### config.mk
export PLATFORM = sky130hd
export DESIGN_NAME = ale_psen_strobe_gen
export DESIGN_NICKNAME = d
export VERILOG_FILES = /design/src/rtl/strobe_pkg.sv /design/src/rtl/strobe_slot_dec.sv /design/src/rtl/strobe_cfg_reg.sv /design/src/rtl/strobe_gate_policy.sv /design/src/rtl/ale_psen_strobe_gen.sv
export SDC_FILE = /design/constraint.sdc
export NUM_CORES = 1
export LEC_CHECK = 0
export ABC_AREA = 1
export CAP_MARGIN = 20
export CORE_AREA = 4 4 41 43
export CTS_CLUSTER_SIZE = 40
export DETAILED_ROUTE_END_ITERATION = 6
export DIE_AREA = 0 0 45 47
export HOLD_SLACK_MARGIN = 0.15
export SYNTH_ARGS = -nofsm -noshare
export SYNTH_HDL_FRONTEND = slang
export SYNTH_SLANG_ARGS = --single-unit
### constraint.sdc
create_clock -name clk -period 1.67 [get_ports clk]
set_input_delay 0.167 -clock clk [delete_from_list [all_inputs] [get_ports clk]]
set_output_delay 0.167 -clock clk [all_outputs]
set_load 0.03 [all_outputs]
### src/rtl/strobe_pkg.sv
package strobe_pkg;

    // Slot within one half machine cycle
    typedef enum logic [1:0] {
        ST_IDLE  = 2'd0,
        ST_LATCH = 2'd1,
        ST_SETUP = 2'd2,
        ST_FETCH = 2'd3
    } strobe_state_e;

    // Per-cycle qualifiers supplied by the core
    typedef struct packed {
        logic movx;
        logic movc;
        logic ext;
    } cyc_flags_t;

endpackage

### src/rtl/strobe_slot_dec.sv
module strobe_slot_dec
    import strobe_pkg::*;
#(
    parameter int CYC_LEN    = 12,
    parameter int ALE_W      = 2,
    parameter int PSEN_START = 3,
    parameter int PH_W       = $clog2(CYC_LEN)
) (
    input  logic [PH_W-1:0] phase,
    output strobe_state_e   slot,
    output logic            second_half
);
    localparam int HALF = CYC_LEN / 2;
    localparam logic [PH_W-1:0] HALF_P  = PH_W'(HALF);
    localparam logic [PH_W-1:0] CYC_P   = PH_W'(CYC_LEN);
    localparam logic [PH_W-1:0] ALE_P   = PH_W'(ALE_W);
    localparam logic [PH_W-1:0] FETCH_P = PH_W'(PSEN_START);

    logic [PH_W-1:0] hp;

    always_comb begin
        second_half = (phase >= HALF_P);
        hp          = second_half ? (phase - HALF_P) : phase;
    end

    always_comb begin
        if (phase >= CYC_P) begin
            slot = ST_IDLE;
        end else if (hp < ALE_P) begin
            slot = ST_LATCH;
        end else if (hp < FETCH_P) begin
            slot = ST_SETUP;
        end else begin
            slot = ST_FETCH;
        end
    end

endmodule

### src/rtl/strobe_cfg_reg.sv
module strobe_cfg_reg #(
    parameter int              ADDR_W   = 8,
    parameter logic [ADDR_W-1:0] CFG_ADDR = 8'h8E
) (
    input  logic              clk,
    input  logic              rst_n,
    input  logic              we,
    input  logic [ADDR_W-1:0] addr,
    input  logic              wbit,
    output logic              park
);
    logic hit;

    always_comb hit = we && (addr == CFG_ADDR);

    always_ff @(posedge clk or negedge rst_n) begin
        if (!rst_n) begin
            park <= 1'b0;
        end else if (hit) begin
            park <= wbit;
        end
    end

endmodule

### src/rtl/strobe_gate_policy.sv
module strobe_gate_policy
    import strobe_pkg::*;
(
    input  cyc_flags_t flags,
    input  logic       park,
    input  logic       second_half,
    output logic       ale_drop,
    output logic       ale_park_hi,
    output logic       fetch_ok
);
    always_comb begin
        // A data-move cycle loses its second address latch pulse
        ale_drop    = flags.movx && second_half;
        // Parking holds the strobe high unless the bus is in use;
        // external execution always wins over parking
        ale_park_hi = park && !flags.ext && !flags.movx && !flags.movc;
        // Fetch strobes only when running externally and not moving data
        fetch_ok    = flags.ext && !flags.movx;
    end

endmodule

### src/rtl/ale_psen_strobe_gen.sv
module ale_psen_strobe_gen
    import strobe_pkg::*;
#(
    parameter int                CYC_LEN    = 12,
    parameter int                ALE_W      = 2,
    parameter int                PSEN_START = 3,
    parameter int                ADDR_W     = 8,
    parameter logic [ADDR_W-1:0] CFG_ADDR   = 8'h8E,
    parameter int                PH_W       = $clog2(CYC_LEN)
) (
    input  logic              clk,
    input  logic              rst_n,
    input  logic [PH_W-1:0]   phase,
    input  logic              movx_cyc,
    input  logic              movc_cyc,
    input  logic              ext_exec,
    input  logic              cfg_we,
    input  logic [ADDR_W-1:0] cfg_addr,
    input  logic              cfg_wbit,
    output logic              ale,
    output logic              psen_n
);
    strobe_state_e state_q, state_d, slot_w;
    logic          half_w, half_q;
    cyc_flags_t    flags_q;
    logic          park_w;
    logic          drop_w, park_hi_w, fetch_ok_w;

    strobe_slot_dec #(
        .CYC_LEN    (CYC_LEN),
        .ALE_W      (ALE_W),
        .PSEN_START (PSEN_START),
        .PH_W       (PH_W)
    ) u_dec (
        .phase       (phase),
        .slot        (slot_w),
        .second_half (half_w)
    );

    strobe_cfg_reg #(
        .ADDR_W   (ADDR_W),
        .CFG_ADDR (CFG_ADDR)
    ) u_cfg (
        .clk   (clk),
        .rst_n (rst_n),
        .we    (cfg_we),
        .addr  (cfg_addr),
        .wbit  (cfg_wbit),
        .park  (park_w)
    );

    strobe_gate_policy u_pol (
        .flags       (flags_q),
        .park        (park_w),
        .second_half (half_q),
        .ale_drop    (drop_w),
        .ale_park_hi (park_hi_w),
        .fetch_ok    (fetch_ok_w)
    );

    // Next-state: transitions follow the decoded slot of the sampled phase
    always_comb begin
        state_d = state_q;
        unique case (state_q)
            ST_IDLE:  state_d = slot_w;                      // start
            ST_LATCH: state_d = slot_w;                      // latch-to-setup / hold / abort
            ST_SETUP: state_d = slot_w;                      // setup-to-fetch / abort
            ST_FETCH: state_d = slot_w;                      // fetch-to-latch / abort
            default:  state_d = ST_IDLE;
        endcase
    end

    // State register with qualifier capture
    always_ff @(posedge clk or negedge rst_n) begin
        if (!rst_n) begin
            state_q <= ST_IDLE;
            half_q  <= 1'b0;
            flags_q <= '0;
        end else begin
            state_q <= state_d;
            half_q  <= half_w;
            flags_q <= '{movx: movx_cyc, movc: movc_cyc, ext: ext_exec};
        end
    end

    // Output decode
    always_comb begin
        ale    = 1'b0;
        psen_n = 1'b1;
        unique case (state_q)
            ST_IDLE: begin
                ale    = 1'b0;
                psen_n = 1'b1;
            end
            ST_LATCH: begin
                ale    = park_hi_w || !drop_w;
                psen_n = 1'b1;
            end
            ST_SETUP: begin
                ale    = park_hi_w;
                psen_n = 1'b1;
            end
            ST_FETCH: begin
                ale    = park_hi_w;
                psen_n = !fetch_ok_w;
            end
            default: begin
                ale    = 1'b0;
                psen_n = 1'b1;
            end
        endcase
    end

endmodule

==> flow_summary.ini, run 1 <==
[place]
dp.cells = 79
port_buffers = 20
dpl-instance-area_um2 = 548
gp_congestion = 0.701
hpwl_um = 597

[grt]
grt_pass1_wl_um = 1080
grt_antenna_before_repair = 0
grt_pass1_vias = 283
gr-total-overflow = 0
grt_usage_pct = 7.49
grt_start_max_net_pins = 8

[floorplan]
rows = 13
die-area_um2 = 2120
core_area_um2 = 1300
die_h_um = 47
initial_core_util_pct = 25.3
pin_count = 21
fp.dieW_um = 45

[critical_path]
slowest_stage = clkdlybuf4s50_1
critPathLaunchType = flip-flop
r2r_setup_slack_ns = 1.09
path_class = flip-flop to output port
reg2reg_from = u_cfg.park
worst-path-max-fanout = 3
cp.arrival_ns = 1.38
critPathRequiredTime_ns = 1.50
cp_top_family = buffers and inverters
slowest_delay_ns = 0.67
worst_setup_path_end_kind = output port
cp-startpoint = state_q[1]
path_cells = nand4_1 > clkdlybuf4s50_1
cp_num_buf_inv = 1

[detailed_routing]
antenna_left = 0
drc = 0
vias_per_cell = 4.02
drt_iter0_drc = 1
wl_met1_um = 248
firstDrtPassIters = 2
wl_um = 654
vias = 334
top_layer_used = met3
met3WireLength_um = 67
wl_per_cell_um = 7.88
wl_met2_um = 338

[status]
status = completed

[timing]
period_share_pct = 92.7
setup_viol = 0
drv_slew = 0
hold_viol_final = 0
fin_crit_ns = 1.55
worst_slew_pin_slew_ns = 0.305
clock_skew_ns = 0
fin_setup_tns_ns = 0
hold_ws_ns = 0.171
rsz0062_at_grt = no
slew_headroom_pct = 79.6
max_freq_ghz = 0.646

[cts]
cts_tree = yes
clk_latency_ns = 0.24
numCtsBuffers = 3
hold_buffers = 0
clock-sinks = 7
htree_levels = 1
clk_pin_slew_worst_paths_ns = 0.05
post_cts_buffers = 0
clock_path_buffers = 2
cts-root-buf = clkbuf_4

[worst_hold_path]
holdCritPathClass = input pin to asynchronous set/reset pin

[yosys]
synth_fp_nets = 63
synth-edff-count = 0
postSynthCellCount = 44
yosysTopAreaCellShare_pct = 53.2
synth_seq_cells = 7
synth_common_cells = nand2_1, inv_1, dfrtp_1, nor2_1, nand4_1
synth.avg_cell_area_um2 = 7.48
yosysWarnings = 0
synth-seq-area-share_pct = 53.2
ys.flop_type = dfrtp_1
synth_top_area_cell = dfrtp_1
yosysMostFrequentCell = nand2_1
async_reset_ff_share_pct = 100
synthTopCellsByArea = dfrtp_1, nand2_1, inv_1
synth_area_um2 = 329
ys_types = 9

[power]
switching_power_w = 0.0000918
ir_drop_mv = 0.271
p_clk_share_pct = 35.4
p_leak_nw = 0.293
switching_share_pct = 22.2
p_seq_share_pct = 44.9
intPower_w = 0.000322
power-per-cell-area_nw_per_um2 = 721
p_comb_share_pct = 19.7

[layout]
final_core_util_pct = 44.0
drive_above_1_share_pct = 4.41
stdcell_count = 83
final_area_um2 = 573
nets = 88
diodes = 0
area_growth_pct = 74.1

[flow_run]
maxCapViolations = 0
## worst paths after layout
kind,to,cells past startpoint
min in group clk,flags_q[1],1
worst min register to register,u_cfg.park,2
worst min-delay path,flags_q[0],1
worst max register to register,u_cfg.park,2
max in group asynchronous,state_q[1],1
worst max-delay path,psen_n,2
## cell usage in the layout, fill, tap and decap left out
master | netlist | layout
clkdlybuf4s50_1 | 0 | 19
nand2_1 | 13 | 13
inv_1 | 10 | 10
nor2_1 | 7 | 7
dfrtp_1 | 7 | 7
nand4_1 | 3 | 3
clkbuf_4 | 0 | 3
o21ai_0 | 1 | 1
o21bai_1 | 1 | 1
a21oi_1 | 1 | 1
nand3_1 | 1 | 1
clkbuf_1 | 0 | 1
dlygate4sd2_1 | 0 | 1
## per-stage QoR
step | worst slack [ns] | power (W)
global route | 0.0581 | 0.000441
finish | 0.122 | 0.000413
CTS | 0.109 | 0.000421
detailed placement | 0.212 | 0.000273
global placement | 0.227 | 0.000272
floorplan | 0.373 | 0.000216
## power by group through the flow
stage                     logic (W)  clock network, W  registers [W]
after floorplan           0.0000284                 0       0.000187
after global placement    0.0000830                 0       0.000189
after detailed placement  0.0000842                 0       0.000189
after CTS                 0.0000827          0.000152       0.000186
after global routing      0.0000911          0.000163       0.000187
final                     0.0000814          0.000146       0.000186
## layout make-up
class / instances / area, um2
clock buffer: 4 / 26.3
fill: 144 / 728
inverter: 10 / 37.5
multi-input combinational: 27 / 116
sequential: 7 / 175
tap: 15 / 18.8
timing repair buffer: 20 / 199
## registers in the layout, summed over array words and instances (netlist names)
name / cells
half_q: 1
u_cfg.park: 1
state_q: 2
flags_q: 3
## logic make-up after synthesis
| logic type | count (synthesis) | synth area share, % |
|---|---|---|
| flops | 7 | 53.2 |
| buf+inv | 10 | 11.4 |
| compound gates | 3 | 5.32 |
| simple gates | 24 | 30.0 |
## routing by layer
layer / up-vias / track usage (%)
met1: 142 / 7.93
met3: 0 / 4.60
met4: 0 / 5.26
met5: - / 0
met2: 10 / 11.0
li1: 182 / -
## timing repair
action                     in CTS  in global routing
hold endpoints to repair        0                  0
setup endpoints to repair       1                  0
gates resized for setup         1                  0
(Power assumes the default switching activity.)
==> inputs of run 2 (changes only) <==
- ABC_AREA: 1 -> unset
==> run 2 against run 1 <==
Cell count shrank 24%. Highest routed layer unchanged. Global-route usage is 1.1 points lower. Synthesized cell count down 45%. Combinational power shrank 7.9%.
==> flow_summary.ini, run 2 <==
[detailed_routing]
vias = 269
antenna_left = 0
vias_per_cell = 4.27
firstDrtPassIters = 2
drt_iter0_drc = 1
drc = 0
wl_um = 661
wl_per_cell_um = 10.5

[floorplan]
fp.dieW_um = 45
die-area_um2 = 2120
die_h_um = 47
initial_core_util_pct = 22.4
rows = 13
pin_count = 21
core_area_um2 = 1300

[timing]
max_freq_ghz = 0.635
setup_viol = 0
rsz0062_at_grt = no
setup_ws_ns = 0.0940
period_share_pct = 94.4
drv_slew = 0
slew_headroom_pct = 79.1
hold_viol_final = 0
worst_slew_pin_slew_ns = 0.312
fin_crit_ns = 1.58
clock_skew_ns = 0

[yosys]
synth_fp_nets = 43
yosysWarnings = 0
synth-seq-area-share_pct = 60.1
synth_top_area_cell = dfrtp_1
synth-edff-count = 0
synth_common_cells = dfrtp_1, nand2_1, nor4b_1
async_reset_ff_share_pct = 100
postSynthCellCount = 24
yosysMostFrequentCell = dfrtp_1
synth_seq_cells = 7
synth.avg_cell_area_um2 = 12.1
yosysTopAreaCellShare_pct = 60.1
synthTopCellsByArea = dfrtp_1, nand2_1, nor4b_1
ys.flop_type = dfrtp_1
ys_types = 13
synth_area_um2 = 292

[power]
ir_drop_mv = 0.297
p_total_w = 0.000408
power-per-cell-area_nw_per_um2 = 764
p_leak_nw = 0.214

[layout]
layout_commonest_cell = clkdlybuf4s50_1
top_register = flags_q
drive_above_1_share_pct = 12.5
largest_reg_flops = 3
area_growth_pct = 83.3
diodes = 0
final_area_um2 = 534
nets = 68
reg_top3 = flags_q x3, state_q x2
final_cell_mix = clkdlybuf4s50_1, dfrtp_1, nand2_1

[status]
status = completed

[critical_path]
slowest_delay_ns = 0.54
cp.arrival_ns = 1.71
worst_setup_path_end_kind = flip-flop
worst-path-max-fanout = 1
cp_num_buf_inv = 1
path_cells = clkdlybuf4s50_1 > or4b_1 > nor4_2 > mux2_2
critPathLaunchType = input pin
path_class = input pin to flip-flop
critPathRequiredTime_ns = 1.80
slowest_stage = or4b_1
cp_top_family = simple AND/OR/NAND/NOR gates

[cts]
post_cts_buffers = 0
htree_levels = 1
clock_path_buffers = 2
cts_tree = yes
clock-sinks = 7
numCtsBuffers = 3
cts-root-buf = clkbuf_4
cts_resized = 0
clk_pin_slew_worst_paths_ns = 0.05
clk_latency_ns = 0.24
hold_buffers = 0

[place]
dpl-instance-area_um2 = 508
post-place-ws_ns = -0.180
hpwl_um = 583
port_buffers = 20
gp_congestion = 0.588

[grt]
grt_pass1_vias = 257
grt_antenna_before_repair = 0
grt_pass1_wl_um = 910
gr-total-overflow = 0
grt_usage_pct = 6.37
grt_start_max_net_pins = 8

[flow_run]
maxCapViolations = 0

[worst_hold_path]
holdCritPathClass = input pin to asynchronous set/reset pin
==> run 2: cell types whose count changed after synthesis, sizes merged, moves of 2 or more <==
cell	delta
nor2	-6
nand2	-8
nand4	-3
nor4b	+2
inv	-10
==> run 2: cells by family (layout without fill, tap and decap cells) <==
kind of cell           after synthesis  count (layout)  share of synthesized area [%]
multiplexers                         1               1                           3.86
AND/OR/NAND/NOR                     11              11                           24.5
AO/OA/AOI/OAI                        4               4                           8.58
flip-flops                           7               7                           60.1
XOR/XNOR                             1               1                           3.00
buffers and inverters                0              24                              0
==> run 2: worst paths after layout <==
kind                        startpoint          to  slack (ns)  cells after the start
max                        cfg_addr[5]  u_cfg.park        0.09                      4
min in group clk              ext_exec  flags_q[0]        0.36                      1
min reg2reg                 u_cfg.park  u_cfg.park        0.50                      1
max reg2reg                 u_cfg.park  u_cfg.park        0.94                      1
min                              rst_n  flags_q[0]        0.18                      1
max in group asynchronous        rst_n      half_q        1.26                      1
==> run 2: area by class of cell <==
class | count | area, um2
clock buffers | 4 | 26.3
fillers | 141 | 767
repair buffers | 20 | 198
well taps | 15 | 18.8
multi-input cells | 17 | 116
flip-flops and latches | 7 | 175
==> run 2: stage by stage <==
step	hold WS (ns)	util (%)	TNS (ns)	instances
final	0.177	41.1	0	63
after global routing	0.194	41.1	0	63
after CTS	0.183	41.1	0	63
after detailed placement	0.448	39.0	-0.180	59
after global placement	0.447	39.0	-0.135	59
after floorplan	-0.129	-	0	24
==> run 2: where the power goes <==
| group | switching [W] | internal [W] | leakage (nW) | total, W |
|---|---|---|---|---|
| logic | 0.0000250 | 0.0000501 | 0.116 | 0.0000750 |
| clock network | 0.0000563 | 0.0000908 | 0.0150 | 0.000147 |
| registers | 0.00000521 | 0.000181 | 0.0822 | 0.000186 |
==> run 2: metal layers <==
| layer | up-vias | global-route usage (%) | wire (um) |
|---|---|---|---|
| li1 | 135 | - | - |
| met1 | 113 | 4.66 | 223 |
| met2 | 21 | 10.7 | 276 |
| met3 | 0 | 4.98 | 161 |
| met4 | 0 | 5.26 | 0 |
| met5 | - | 0 | 0 |
